<file path="src/rtl/dis_pkg.sv">
// Shared types for the dual-issue slot checker.
// Assumes four issue resources and class codes held in 4 bits.
package dis_pkg;
    localparam int NRES = 4;
    localparam int CLSW = 4;
    localparam int OFFW = 4;

    // Resource bits inside a claim mask
    localparam logic [NRES-1:0] RES_A = 4'b0001;
    localparam logic [NRES-1:0] RES_B = 4'b0010;
    localparam logic [NRES-1:0] RES_C = 4'b0100;
    localparam logic [NRES-1:0] RES_X = 4'b1000;

    typedef enum logic [CLSW-1:0] {
        CLS_ARITH   = 4'd0,
        CLS_SHREG   = 4'd1,
        CLS_MOVE    = 4'd2,
        CLS_MUL1    = 4'd3,
        CLS_MUL2    = 4'd4,
        CLS_UDIV    = 4'd5,
        CLS_SDIV    = 4'd6,
        CLS_MEM1    = 4'd7,
        CLS_MEM2    = 4'd8,
        CLS_BRANCH  = 4'd9
    } cls_e;

    // Resource profile of one class
    typedef struct packed {
        logic [NRES-1:0] pri;      // first-choice set
        logic [NRES-1:0] alt;      // second-choice set
        logic            has_alt;  // second choice exists
        logic [OFFW-1:0] tail;     // later cycle reusing the chosen set, 0 = none
    } prof_t;
endpackage

</file>
<file path="src/rtl/dis_class_decode.sv">
// Maps a class code to its resource profile.
// Assumes codes outside the defined classes need no resources.
module dis_class_decode
    import dis_pkg::*;
(
    input  logic [CLSW-1:0] cls,
    output prof_t           prof
);
    // Table of alternatives per class
    always_comb begin
        prof = '0;
        case (cls_e'(cls))
            CLS_ARITH:  prof = '{pri: RES_A | RES_X, alt: RES_B | RES_X,         has_alt: 1'b1, tail: 4'd0};
            CLS_SHREG:  prof = '{pri: RES_A | RES_X, alt: RES_B | RES_C | RES_X, has_alt: 1'b1, tail: 4'd0};
            CLS_MOVE:   prof = '{pri: RES_A,         alt: RES_B | RES_X,         has_alt: 1'b1, tail: 4'd0};
            CLS_MUL1:   prof = '{pri: RES_A | RES_X, alt: '0, has_alt: 1'b0, tail: 4'd0};
            CLS_MUL2:   prof = '{pri: RES_A | RES_X, alt: '0, has_alt: 1'b0, tail: 4'd1};
            CLS_UDIV:   prof = '{pri: RES_A | RES_X, alt: '0, has_alt: 1'b0, tail: 4'd8};
            CLS_SDIV:   prof = '{pri: RES_A | RES_X, alt: '0, has_alt: 1'b0, tail: 4'd9};
            CLS_MEM1:   prof = '{pri: RES_A | RES_C, alt: '0, has_alt: 1'b0, tail: 4'd0};
            CLS_MEM2:   prof = '{pri: RES_A | RES_B, alt: '0, has_alt: 1'b0, tail: 4'd1};
            CLS_BRANCH: prof = '{pri: RES_B,         alt: '0, has_alt: 1'b0, tail: 4'd0};
            default:    prof = '0;
        endcase
    end
endmodule

</file>
<file path="config.mk">
export PLATFORM = sky130hd
export DESIGN_NAME = dis_class_decode
export DESIGN_NICKNAME = d
export VERILOG_FILES = /design/src/rtl/dis_pkg.sv /design/src/rtl/dis_class_decode.sv
export SDC_FILE = /design/constraint.sdc
export NUM_CORES = 1
export LEC_CHECK = 0
export BUFFER_PORTS_ARGS = -buffer_cell sky130_fd_sc_hd__buf_2
export CORE_AREA = 2 2 39 41
export DETAILED_ROUTE_END_ITERATION = 8
export DIE_AREA = 0 0 41 43
export GPL_TIMING_DRIVEN = 0
export SETUP_SLACK_MARGIN = 0.4
export SLEW_MARGIN = 20
export SYNTH_ARGS = -nofsm -noshare
export SYNTH_HDL_FRONTEND = slang
export SYNTH_SLANG_ARGS = --single-unit
</file>
<file path="constraint.sdc">
create_clock -name vclk -period 0.8
set_input_delay 0.04 -clock vclk [all_inputs]
set_output_delay 0.04 -clock vclk [all_outputs]
set_load 0.01 [all_outputs]
</file>
# Word-level counts from Yosys, hierarchy flattened
# Memory sizes are Yosys's and may differ from the RTL's.
# Cells that the tools add are included.
totals:
  register_bits: 0
  romBits: 160
  input_bits: 4
  output_inout_bits: 13
  word_cells: 1
  n_memories: 1
memory_table:
  columns: ["memory", "words", "width", "read_ports", "rd_clocked_by_memory_dff", "wr", "line", "rtl"]
  rows:
  - ["(no name shown)", 16, 10, 1, 0, 0, "dis_class_decode.sv:12", "case (cls_e'(cls))"]

# Depth between registers and ports, before layout
# An unclocked memory read counts as a cell.
logic_depth:
  depth_word: 1
  mapped_depth: 4

# Least setup slack after synthesis
# Ideal clock, no wire load.
synth_path:
  path_type: "input -> output"
  startpoint: "in cls[0]"
  endpoint: "out prof[6] (netlist name)"
  t_arrival_ns: 0.800
  required_time_ns: 0.760
  setup_slack_ns: -0.040
  path_stages: 3
  path_cell_list: "ha_1 > nor3_1 > buf_4"
synth_rtl:
  columns: ["item", "line", "rtl"]
  rows:
  - ["start: declaration", "dis_class_decode.sv:6", "input logic [CLSW-1:0] cls,"]
  - ["end: declaration", "dis_class_decode.sv:7", "output prof_t prof"]

==> impl_metrics.sql <==
INSERT INTO impl_metrics (metric_group, metric, value, unit) VALUES
('status', 'outcome', 'finished, final reports clean', ''),
('route', 'wl_met2', '239', 'µm'),
('sta', 'rsz0062_at_grt', 'yes', ''),
('worst_hold_path', 'holdCritPathClass', 'in2out', ''),
('setup_path', 'crit_arrival', '0.71', 'ns'),
('route', 'highest-signal-layer', 'met3', ''),
('floorplanning', 'die_h', '43', 'µm'),
('placed_design', 'placement.setup.worst_slack', '-0.149', 'ns'),
('global_route', 'via_count_of_the_first_global_routing_pass', '177', ''),
('route', 'routed_wirelength', '473', 'µm'),
('worst_hold_path', 'whs_path_depth', '3', ''),
('pwr', 'p_leak', '0.243', 'nW'),
('synthesis', 'syn_inst', '27', ''),
('placed_design', 'io_buffer_count', '14', ''),
('sta', 'finalHoldViolations', '0', ''),
('synthesis', 'yosys_warnings', '0', ''),
('route', 'wl_per_cell', '7.51', 'µm'),
('synthesis', 'synth.cell_area', '188', 'µm²'),
('global_route', 'grt_remaining_overflow', '0', ''),
('sta', 'period_share', '0.932', ''),
('sta', 'setup_ws', '0.0540', 'ns'),
('cells_and_area', 'final_nets', '58', ''),
('cells_and_area', 'final.clkbuf_count', '0', ''),
('cells_and_area', 'register_area', '0', 'µm²'),
('cells_and_area', 'fraction_of_final_layout_cells_with_drive_strength_greater_than_1', '0.915', ''),
('global_route', 'grt_first_pass_wirelength', '731', 'µm'),
('synthesis', 'syn-mean-instance-area', '6.95', 'µm²'),
('global_route', 'grt_start_max_net_pins', '9', ''),
('route', 'drt.antenna.violating_nets', '0', ''),
('setup_path', 'endpoint_kind', 'output pin', ''),
('route', 'drtPass1Iterations', '2', ''),
('synthesis', 'netlist.top_cell.by_area', 'ha_1', ''),
('setup_path', 'path_max_fanout', '3', ''),
('setup_path', 'worst_path_required', '0.76', 'ns'),
('cells_and_area', 'area_delta_synth_final', '187', '%'),
('sta', 'min_period', '0.746', 'ns'),
('synthesis', 'netlist_top_cells_area', 'ha_1 33%, buf_4 20%, inv_1 10%', ''),
('placed_design', 'hpwl', '388', 'µm'),
('sta', 'setup_viol', '0', ''),
('job', 'cap_violations', '0', ''),
('setup_path', 'startpoint_type', 'input pin', ''),
('cells_and_area', 'finalCoreUtilization', '0.390', ''),
('route', 'num_vias', '220', ''),
('synthesis', 'yosys.cell_types.count', '12', ''),
('cells_and_area', 'numSequentialCells', '0', ''),
('synthesis', 'fraction_of_the_yosys_area_taken_by_sequential_cells', '0', ''),
('setup_path', 'critical_path_class', 'in2out', ''),
('sta', 'slew_violations', '0', ''),
('route', 'dr.first_iter.drc_count', '1', ''),
('floorplanning', 'die-area', '1760', 'µm²'),
('pwr', 'power-per-cell-area', '472', 'nW/µm²'),
('route', 'met3WireLength', '37', 'µm'),
('global_route', 'grt_antenna_before_repair', '0', ''),
('floorplanning', 'placementRows', '14', ''),
('route', 'post_drt_via_cell_ratio', '3.49', ''),
('floorplanning', 'fp.dieW', '41', 'µm'),
('floorplanning', 'placeableCoreArea', '1380', 'µm²'),
('floorplanning', 'floorplan.initialDensity', '0.136', ''),
('placed_design', 'gp_congestion', '0.535', ''),
('pwr', 'vdd_drop_max', '0.000170', 'V'),
('floorplanning', 'boundaryPins', '17', ''),
('global_route', 'grtUsageTotal', '0.0569', ''),
('synthesis', 'synth_largest_type_area_fraction', '0.333', ''),
('route', 'post-route-drc-count', '0', ''),
('sta', 'fmax', '1340', 'MHz'),
('cells_and_area', 'diodes', '0', ''),
('route', 'met1_length', '195', 'µm'),
('cells_and_area', 'fillCellCount', '128', '');
[what timing repair did]
action / in CTS / in global routing
setup buffers: 4 / 0
pin swaps: 5 / 1
resized for setup: 15 / 0
setup endpoints to repair: 10 / 10
hold buffers: 0 / 0
[logic make-up (layout without fill, tap and decap cells)]
| family | after synthesis | after routing | share of synthesized area |
|---|---|---|---|
| AO/OA/AOI/OAI | 3 | 3 | 0.0934 |
| adder cells (fa/ha/maj) | 5 | 5 | 0.333 |
| buffers and inverters | 10 | 28 | 0.300 |
| other | 1 | 3 | 0.0200 |
| AND/OR/NAND/NOR | 8 | 8 | 0.253 |
[where the power goes]
part	internal [mW]	leakage [nW]	switching (mW)
Clock	0	0	0
Sequential	0	0	0
Combinational	0.138	0.243	0.117
[worst paths after layout]
check,to,from,slack (ns)
max,prof[12],cls[0],0.05
min,prof[9],cls[3],0.43
[worst max-delay path: stages]
cell	delay, ns
buf_12	0.10
inv_12	0.03
ha_4	0.13
nor2b_4	0.11
a211oi_2	0.13
buf_2	0.15
[synth_stat cells]
master / count
a211oi_1: 1
buf_4: 5
conb_1: 1
ha_1: 5
inv_1: 5
nand2b_1: 1
nand3b_1: 1
nor2_1: 2
nor2b_1: 1
nor3_1: 1
nor3b_1: 2
o21ai_0: 2
[cell usage in the layout, fill, tap and decap left out, drive strengths merged]
cell type	n
a211oi	1
inv	5
nor3b	2
conb	3
buf	23
nand2b	1
ha	5
nor2b	1
nand3b	1
nor2	2
nor3	1
o21ai	2
[cell type report]
class / count / area, µm² / area share
Tap cell: 16 / 20.0 / 0.0371
Multi-Input combinational cell: 19 / 267 / 0.494
Inverter: 5 / 43.8 / 0.0812
Buffer: 5 / 45.0 / 0.0835
Timing Repair Buffer: 18 / 164 / 0.304
[metal layers]
layer | global-route usage | vias up
met5 | 0 | -
met4 | 0 | 0
met3 | 0 | 0
met2 | 0.106 | 10
met1 | 0.0728 | 91
li1 | - | 119
[stage by stage]
stage                     cells  TNS, ns  power [mW]  instance area [µm²]  hold WS [ns]
after global placement       59   -0.634       0.199                  433         0.432
final                        63        0       0.254                  539         0.434
after detailed placement     59   -0.642       0.200                  433         0.436
after global routing         63        0       0.277                  539         0.464
after CTS                    63        0       0.258                  539         0.436
after floorplan              29        0       0.123                  343         0.105
Power figures use the tool's default switching activity.
